--- config.mk ---
export PLATFORM = sky130hd
export DESIGN_NAME = rx_desc_walker
export DESIGN_NICKNAME = d
export VERILOG_FILES = /design/src/rtl/rxw_pkg.sv /design/src/rtl/rxw_cfg_regs.sv /design/src/rtl/rxw_ring_index.sv /design/src/rtl/rx_desc_walker.sv
export SDC_FILE = /design/constraint.sdc
export NUM_CORES = 1
export LEC_CHECK = 0
export BUFFER_PORTS_ARGS = -buffer_cell sky130_fd_sc_hd__buf_2
export CORE_UTILIZATION = 25
export CTS_CLUSTER_DIAMETER = 120
export DETAILED_ROUTE_END_ITERATION = 8
export PLACE_DENSITY_LB_ADDON = 0.2
export SETUP_SLACK_MARGIN = 0.2
export SYNTH_ARGS = -nofsm -noshare
export SYNTH_HDL_FRONTEND = slang
export SYNTH_SLANG_ARGS = --single-unit
--- constraint.sdc ---
create_clock -name clk -period 3.5 [get_ports clk]
set_input_delay 0.35 -clock clk [delete_from_list [all_inputs] [get_ports clk]]
set_output_delay 0.35 -clock clk [all_outputs]
set_load 0.01 [all_outputs]
--- src/rtl/rxw_pkg.sv ---
package rxw_pkg;
    typedef enum logic [2:0] {
        S_IDLE,
        S_FETCH,
        S_FILL,
        S_PUT_LEN,
        S_PUT_OWN,
        S_NOBUF
    } walk_state_t;

    localparam int OWN_BIT  = 0;
    localparam int WRAP_BIT = 1;
endpackage

--- src/rtl/rxw_cfg_regs.sv ---
module rxw_cfg_regs #(
    parameter int DATA_W = 32
) (
    input  logic              clk,
    input  logic              rst_n,
    input  logic              cfg_we,
    input  logic              cfg_sel,
    input  logic [DATA_W-1:0] cfg_wdata,
    output logic [DATA_W-1:0] cfg_rdata,
    output logic [DATA_W-1:0] qbase,
    output logic              rx_en,
    output logic              tx_en
);
    logic [DATA_W-4:0] base_q;
    logic              unused_bit2;

    assign unused_bit2 = cfg_wdata[2];
    assign qbase       = {base_q, 3'b000};

    always_ff @(posedge clk or negedge rst_n) begin
        if (!rst_n) begin
            base_q <= '0;
            rx_en  <= 1'b0;
            tx_en  <= 1'b0;
        end else if (cfg_we) begin
            if (cfg_sel) begin
                rx_en <= cfg_wdata[0];
                tx_en <= cfg_wdata[1];
            end else if (!rx_en && !tx_en) begin
                base_q <= cfg_wdata[DATA_W-1:3];
            end
        end
    end

    always_comb begin
        if (cfg_sel) cfg_rdata = {{(DATA_W-2){1'b0}}, tx_en, rx_en};
        else         cfg_rdata = qbase;
    end

    a_r3_base_locked: assert property (@(posedge clk) disable iff (!rst_n)
        (rx_en || tx_en) |=> $stable(qbase));
endmodule

--- src/rtl/rxw_ring_index.sv ---
module rxw_ring_index #(
    parameter int RING_MAX = 1024,
    localparam int IDX_W = (RING_MAX > 1) ? $clog2(RING_MAX) : 1
) (
    input  logic             clk,
    input  logic             rst_n,
    input  logic             clr,
    input  logic             step,
    input  logic             wrap,
    output logic [IDX_W-1:0] idx
);
    localparam logic [IDX_W-1:0] LAST = IDX_W'(RING_MAX - 1);

    always_ff @(posedge clk or negedge rst_n) begin
        if (!rst_n)                     idx <= '0;
        else if (clr)                   idx <= '0;
        else if (step) begin
            if (wrap || idx == LAST)    idx <= '0;
            else                        idx <= idx + 1'b1;
        end
    end

    a_r10_index_cleared: assert property (@(posedge clk) disable iff (!rst_n)
        clr |=> (idx == '0));
    a_r9_index_in_ring: assert property (@(posedge clk) disable iff (!rst_n)
        step && !clr && (idx == LAST) |=> (idx == '0));
endmodule

--- src/rtl/rx_desc_walker.sv ---
module rx_desc_walker
    import rxw_pkg::*;
#(
    parameter int DATA_W    = 32,
    parameter int RING_MAX  = 1024,
    parameter int BUF_BYTES = 128,
    localparam int BUF_SH   = $clog2(BUF_BYTES),
    localparam int LEN_W    = BUF_SH + 1,
    localparam int IDX_W    = (RING_MAX > 1) ? $clog2(RING_MAX) : 1
) (
    input  logic              clk,
    input  logic              rst_n,
    input  logic              cfg_we,
    input  logic              cfg_sel,
    input  logic [DATA_W-1:0] cfg_wdata,
    output logic [DATA_W-1:0] cfg_rdata,
    output logic              mem_req,
    output logic              mem_we,
    output logic [DATA_W-1:0] mem_addr,
    output logic [DATA_W-1:0] mem_wdata,
    input  logic              mem_ack,
    input  logic [DATA_W-1:0] mem_rdata,
    input  logic              buf_req,
    output logic              buf_valid,
    output logic [DATA_W-1:0] buf_addr,
    input  logic              buf_done,
    input  logic [LEN_W-1:0]  buf_len,
    output logic              rx_nobuf
);
    walk_state_t       state, state_n;
    logic [DATA_W-1:0] qbase, desc_q, word0_q;
    logic [LEN_W-1:0]  len_q;
    logic [IDX_W-1:0]  idx;
    logic              rx_en, tx_en, step;

    rxw_cfg_regs #(.DATA_W(DATA_W)) u_regs (
        .clk(clk), .rst_n(rst_n), .cfg_we(cfg_we), .cfg_sel(cfg_sel),
        .cfg_wdata(cfg_wdata), .cfg_rdata(cfg_rdata), .qbase(qbase),
        .rx_en(rx_en), .tx_en(tx_en)
    );

    rxw_ring_index #(.RING_MAX(RING_MAX)) u_index (
        .clk(clk), .rst_n(rst_n), .clr(!rx_en), .step(step),
        .wrap(word0_q[WRAP_BIT]), .idx(idx)
    );

    // state register
    always_ff @(posedge clk or negedge rst_n) begin
        if (!rst_n) state <= S_IDLE;
        else        state <= state_n;
    end

    // descriptor context captured along the walk
    always_ff @(posedge clk or negedge rst_n) begin
        if (!rst_n) begin
            desc_q  <= '0;
            word0_q <= '0;
            len_q   <= '0;
        end else begin
            if (state == S_IDLE)
                desc_q <= qbase + (DATA_W'(idx) << 3);
            if (state == S_FETCH && mem_ack)
                word0_q <= mem_rdata;
            if (state == S_FILL && buf_done)
                len_q <= buf_len;
        end
    end

    // transitions
    always_comb begin
        state_n = state;
        unique case (state)
            S_IDLE:    if (rx_en && buf_req) state_n = S_FETCH;
            S_FETCH:   if (mem_ack) begin
                           if (!rx_en)                     state_n = S_IDLE;
                           else if (mem_rdata[OWN_BIT])    state_n = S_NOBUF;
                           else                            state_n = S_FILL;
                       end
            S_FILL:    if (!rx_en)        state_n = S_IDLE;
                       else if (buf_done) state_n = S_PUT_LEN;
            S_PUT_LEN: if (mem_ack) state_n = S_PUT_OWN;
            S_PUT_OWN: if (mem_ack) state_n = S_IDLE;
            S_NOBUF:   if (!rx_en)  state_n = S_IDLE;
            default:   state_n = S_IDLE;
        endcase
    end

    // outputs
    always_comb begin
        mem_req   = 1'b0;
        mem_we    = 1'b0;
        mem_addr  = desc_q;
        mem_wdata = '0;
        step      = 1'b0;
        buf_valid = 1'b0;
        buf_addr  = {word0_q[DATA_W-1:BUF_SH], {BUF_SH{1'b0}}};
        rx_nobuf  = 1'b0;
        unique case (state)
            S_IDLE:    ;
            S_FETCH:   mem_req = 1'b1;
            S_FILL:    buf_valid = 1'b1;
            S_PUT_LEN: begin
                mem_req   = 1'b1;
                mem_we    = 1'b1;
                mem_addr  = desc_q + DATA_W'(4);
                mem_wdata = DATA_W'(len_q);
            end
            S_PUT_OWN: begin
                mem_req   = 1'b1;
                mem_we    = 1'b1;
                mem_wdata = word0_q | DATA_W'(1);
                step      = mem_ack;
            end
            S_NOBUF:   rx_nobuf = 1'b1;
            default:   ;
        endcase
    end

    a_r11_req_held: assert property (@(posedge clk) disable iff (!rst_n)
        mem_req && !mem_ack |=> mem_req && $stable(mem_addr) && $stable(mem_we) && $stable(mem_wdata));
    a_r5_grant_quiet: assert property (@(posedge clk) disable iff (!rst_n)
        buf_valid |-> !mem_req);
    a_r6_nobuf_silent: assert property (@(posedge clk) disable iff (!rst_n)
        rx_nobuf |-> !mem_req && !buf_valid);
    a_r7_len_before_own: assert property (@(posedge clk) disable iff (!rst_n)
        (state == S_PUT_OWN) && ($past(state) != S_PUT_OWN) |-> ($past(state) == S_PUT_LEN));
    a_r10_nobuf_release: assert property (@(posedge clk) disable iff (!rst_n)
        rx_nobuf && !rx_en |=> !rx_nobuf);
endmodule

**Word-level counts from Yosys, hierarchy flattened**

Index checks and enable logic that the tools add are counted.

- Add/subtract/negate cells: 3
- Equality and inequality tests: 13
- Muxes and demuxes: 21
- Bitwise gates (word level): 1
- Reductions and logical operators: 13

Operators with widths:

| cell | number |
|---|---|
| 32-bit two-way mux | 2 |
| 32-bit one-hot mux with 2 select lines | 1 |
| 32-bit by 13-bit adder with 32-bit output | 1 |
| 32-bit by 3-bit adder with 32-bit output, second input constant | 1 |
| 10-bit two-way mux | 3 |
| 3-bit two-way mux | 9 |
| 3-bit one-hot mux with 6 select lines | 1 |
| 10-bit by 1-bit adder with 10-bit output, second input constant | 1 |
| 10-bit equality test, second input constant | 1 |
| 2-bit != test, second input constant | 5 |
| 3-bit by 2-bit equality test with 1-bit output, second input constant | 2 |
| 3-bit equality test, second input constant | 2 |
| 6-bit AND reduction | 1 |
| 1-bit two-way mux | 5 |
| 1-bit logical AND | 4 |
| 3-bit by 1-bit equality test with 1-bit output, second input constant | 1 |
| 3-bit zero test | 1 |
| 3-bit != test, second input constant | 1 |
| 3-bit AND reduction | 1 |
| 3-bit OR reduction | 1 |
| 1-bit zero test | 2 |
| 2-bit by 1-bit != test with 1-bit output, second input constant | 1 |
| 2-bit AND reduction | 1 |
| 2-bit OR reduction | 1 |
| 2 further kinds | 2 |

- Bits in registers: 116
- Bits of input ports: 79
- Logic and storage cells: 59

**Longest topological paths before layout**

- Word-level depth: 5
- Gate-level depth with buffers: 8
- Depth with buffers taken out: 8

**Hierarchy**

From an unflattened synthesis, not the netlist that was laid out.

- Cell total of the unflattened synthesis: 660
- Area total of the unflattened synthesis: 6819.0 sq um

Modules (own cells, without submodules):

| module | instances | cells an instance | area each (sq um) | seq. area each (sq um) |
|---|---|---|---|---|
| rx_desc_walker | 1 | 499 | 4773.3 | 1851.8 |
| rxw_cfg_regs | 1 | 106 | 1463.9 | 775.7 |
| rxw_ring_index | 1 | 55 | 581.8 | 250.2 |

**Least setup slack after synthesis**

Ideal clock, no wire load.

- Path type: register -> register
- Start point: register u_index.idx[0]
- End point: register desc_q[11]
- Library setup time: 125 ps
- Arrival: 2304 ps
- Setup slack: 1071 ps
- Stages on the path, launching flop included: 9
- Path buffers: 0
- Clock period less this slack: 2429 ps
- Cell sequence: dfrtp_1 ha_1 fa_1 a211oi_2 nor2_1 o21a_1 a311o_1 xor2_1 mux2_2

- Cells in the longest elaborated chain, start to end: 1

Ends and longest elaborated chain:

| what | RTL line | RTL |
|---|---|---|
| start, declared | rxw_ring_index.sv:10 | `output logic [IDX_W-1:0] idx` |
| start signal, assigned | rxw_ring_index.sv:19 | `else idx <= idx + 1'b1;` |
| 32-bit by 13-bit adder with 32-bit output | rx_desc_walker.sv:61 | `desc_q <= qbase + (DATA_W'(idx) << 3);` |
| end signal, assigned | rx_desc_walker.sv:61 |  |
| end, declared | rx_desc_walker.sv:31 | `logic [DATA_W-1:0] qbase, desc_q, word0_q;` |

Every way passes these cells.
A chain may end at the register's enable or synchronous reset.

**Worst setup path after layout**

Same ends and word-level chain as after synthesis.

==> reports/results.env <==
CRITPATHMAXFANOUT=5
EFFECTIVE_UTILIZATION_AT_FLOORPLAN_PCT=25.77
CTS_MADE_BUFFERS=9
SETUP_REPAIR_AFTER_GLOBAL_ROUTING_MISSED_ITS_MARGIN='no'
STATUS='completed'
FF2FF_PATH_DEPTH=8
WORST_SETUP_START_KIND='flop'
TIMING.SLEW.HEADROOM_PCT=33.62
ROUTE.ANTENNA.REMAINING_NETS=0
ROUTE.DETAILED.VIAS_PER_INST=4.282
SYNTHESIS.AREA_MM2=0.005906
IOS=211
CTS_TREE='done'
N_ANTENNA_CELL=0
HOLD_PATH_CLASS='in -> reg'
WL_PER_CELL_UM=14.16
SYNTH_EDF_COUNT=0
FINALHOLDVIOLATIONS=0
FINAL-MAX-SLEW-VIOLATION-COUNT=0
NUMCLOCKSINKS=112
HOLD-WORST-SLACK_PS=208.0
ANTENNA_FOUND_INITIAL=1
IR_WORST_VDD_mV=0.2617
POWER_DENSITY_mW_PER_MM2=768.1
MAXCAPVIOLATIONS=0
DPL_WORST_SLACK_PS=909.0
LAYOUT-DRIVE-GT1-SHARE_PCT=40.98
CLOCK.FMAX_MHz=382.7
GRT_FIRST_PASS_WIRELENGTH_MM=23.47
AREA.GROWTH.SYNTH_TO_FINAL_PCT=24.11
CP-END-KIND='flop'
CLOCK-ROOT-BUFFER='sky130_fd_sc_hd__clkbuf_16'
DIE_AREA_MM2=0.02424
PLACED_CELLS_INCL_TAPS=1011
SHARE_OF_SYNTHESIZED_REGISTERS_CARRYING_AN_ASYNC_SET_OR_RESET_PCT=100.0
VIA_COUNT=4402
FIN_CRIT_PS=2613
ROUTE.FINAL.WIRE_LENGTH_MM=14.56
GR-TOTAL-OVERFLOW=0
CHIP_HEIGHT_UM=155.7
ROWS=55
FINALSETUPVIOLCOUNT=0
SYNTH_CELLS=545
FINAL.SETUP_SKEW_PS=12.12
VIAS_IN_THE_FIRST_GLOBAL_ROUTE=4271
YS_SEQ_ELEMENTS=112
WORSTPATHREQUIRED_PS=3740
WORST-SETUP-PATH-TYPE='reg -> reg'
YOSYS.CELL_TYPES.COUNT=53
POST-ROUTE-UTIL_PCT=31.98
PIN_COUNT_OF_THE_BIGGEST_NET_ENTERING_GLOBAL_ROUTING=82
POST-DP-HPWL_MM=10.61
PLACE.GP.CONGESTION=0.7636
DRC=0
MIN_DELAY_PATH_DEPTH=2
FIN_SETUP_TNS_PS=0
FINAL_CELL_COUNT_NO_FILL=1028
GR-USAGE-ALL-LAYERS_PCT=12.44
INPUT_OUTPUT_BUFFERS=199
CTS.REPORTEDPATHS.CLKPINSLEW_PS=80
SYNTH_FF_TYPE='sky130_fd_sc_hd__dfrtp_1'
FINAL_NETS=801
SEQ_AREA_FRAC_SYNTH_PCT=47.46
CHIP_WIDTH_UM=155.7
POST-CTS-SETUP-BUFFER-COUNT=0
CLOCK_PATH_BUFFERS=2
WORST_SKEW_PAIR.LATE_LATENCY_PS=350
SYNTH.YOSYS.WARNINGS=0
LAYOUT_SETUP_WS_PS=886.8
TOTAL_CORE_AREA_MM2=0.02292
DRTITER0DRC=130
LAYOUT_WORST_PATH_CYCLE_SHARE_PCT=74.66
CRITICAL_PATH_ARRIVAL_PS=2850
POSTSYNTHAREAPERCELL_UM2=10.84
WORSTMARGINPINSLEW_PS=995.8
LEAKAGE_nW=3.421
CLOCK_TREE.HTREE_LEVEL_COUNT=3
DRT-PASS1-ITER-COUNT=4
[worst max-delay path, stage by stage, from the launching register on]
cell	delay, ps
sky130_fd_sc_hd__dfrtp_1	440
sky130_fd_sc_hd__ha_1	250
sky130_fd_sc_hd__fa_1	440
sky130_fd_sc_hd__a211oi_2	310
sky130_fd_sc_hd__nor2_1	110
sky130_fd_sc_hd__o21a_1	200
sky130_fd_sc_hd__a311o_1	360
sky130_fd_sc_hd__xor2_1	140
sky130_fd_sc_hd__mux2_2	250
[worst paths after layout]
check / start / slack, ps / endpoint
worst max-delay path: u_index.idx[0] / 890 / desc_q[11]
worst min-delay path: cfg_wdata[7] / 210 / u_regs.base_q[4]
worst max register to register: u_index.idx[0] / 890 / desc_q[11]
worst min register to register: desc_q[30] / 480 / desc_q[30]
max in group asynchronous: rst_n / 2220 / word0_q[28]
min in group asynchronous: rst_n / 480 / u_regs.base_q[3]
[layout by cell type, fill, tap and decap left out, types with 3 or more instances in the layout]
| master | count |
|---|---|
| sky130_fd_sc_hd__buf_4 | 3 |
| sky130_fd_sc_hd__conb_1 | 10 |
| sky130_fd_sc_hd__nor3_1 | 12 |
| sky130_fd_sc_hd__a211oi_1 | 3 |
| sky130_fd_sc_hd__clkbuf_16 | 9 |
| sky130_fd_sc_hd__nand3_1 | 9 |
| sky130_fd_sc_hd__nor3b_1 | 3 |
| sky130_fd_sc_hd__dfrtp_1 | 112 |
| sky130_fd_sc_hd__mux2_1 | 13 |
| sky130_fd_sc_hd__a22o_1 | 7 |
| sky130_fd_sc_hd__xor2_1 | 7 |
| sky130_fd_sc_hd__and3_1 | 4 |
| sky130_fd_sc_hd__o21ai_0 | 17 |
| sky130_fd_sc_hd__mux2_2 | 59 |
| sky130_fd_sc_hd__nand2b_1 | 6 |
| sky130_fd_sc_hd__a21oi_1 | 4 |
| sky130_fd_sc_hd__nand4_1 | 4 |
| sky130_fd_sc_hd__and2_1 | 27 |
| sky130_fd_sc_hd__nand2_1 | 48 |
| sky130_fd_sc_hd__nor2b_1 | 31 |
| sky130_fd_sc_hd__o21ai_1 | 24 |
| sky130_fd_sc_hd__o31ai_1 | 4 |
| sky130_fd_sc_hd__a21o_1 | 3 |
| sky130_fd_sc_hd__buf_2 | 198 |
| sky130_fd_sc_hd__xnor2_1 | 22 |
| sky130_fd_sc_hd__nor2_1 | 19 |
| sky130_fd_sc_hd__inv_1 | 4 |
| sky130_fd_sc_hd__ha_1 | 11 |
[per-stage QoR]
stage	power [W]	instance area (um^2)
2_1_floorplan	0.003991	5939
3_3_place_gp	0.004693	7038
3_5_place_dp	0.004716	7038
4_1_cts	0.005760	7330
5_1_grt	0.006115	7330
6_report	0.005630	7330
[area by class of cell]
class / instances / area, um^2
clock buffers: 10 / 229.0
clock inverters: 6 / 52.55
fillers: 2437 / 15590
inverters: 6 / 22.52
multi-input cells: 377 / 2768
flip-flops and latches: 112 / 2803
well taps: 313 / 391.6
repair buffers: 204 / 1064
[flip-flops by register name (all words and copies together) (netlist names)]
| register | flops |
|---|---|
| u_regs.tx_en | 1 |
| desc_q | 29 |
| state | 3 |
| u_index.idx | 10 |
| u_regs.rx_en | 1 |
| len_q | 8 |
| word0_q | 31 |
| u_regs.base_q | 29 |
[routing by layer]
layer	routed length (um)	up-vias	share of wire (%)	global-route usage [%]
met5	13	-	0.089	0
met2	6503	151	45	19.47
li1	-	2183	-	-
met3	926	13	6.4	3.417
met4	210	2	1.4	4.062
met1	6902	2053	47	16.52
[cells by family after synthesis]
kind of cell | Yosys count | share of synthesized area, %
compound gates | 78 | 9.089
xor+xnor | 29 | 4.301
fa+ha+maj | 12 | 2.669
buf+inv | 65 | 6.589
flops | 112 | 47.46
mux | 72 | 13.73
other cells | 1 | 0.06350
simple gates | 176 | 16.10
[where the power goes]
part	internal, W	switching [W]
clock network	0.000495	0.000509
registers	0.00185	0.000451
logic	0.00112	0.00120
[synthesized netlist by cell type, drive strengths merged (3+ instances only)]
cell type,number,share of area (%)
dfrtp,112,47
nand2b,6,0.64
a21oi,4,0.34
a211oi,4,0.59
and3,4,0.42
inv,5,0.32
nor3,12,1.0
nand2,48,3.1
nor4,3,0.53
xor2,7,1.0
o31ai,4,0.51
o21ai,43,3.8
nor4b,3,0.55
buf,46,5.4
nand4,4,0.42
xnor2,22,3.3
a22o,7,1.0
nor2,20,1.3
and2,27,2.9
nand3,9,0.76
ha,11,2.3
a21o,4,0.53
nor3b,5,0.80
mux2,72,14
nor2b,31,3.3
clkbuf,13,0.83
[timing repair]
action | CTS | global route
hold buffers | 1 | 0
gates resized for setup | 0 | 0
hold endpoints to repair | 31 | 0
Power figures use the tool's default switching activity.
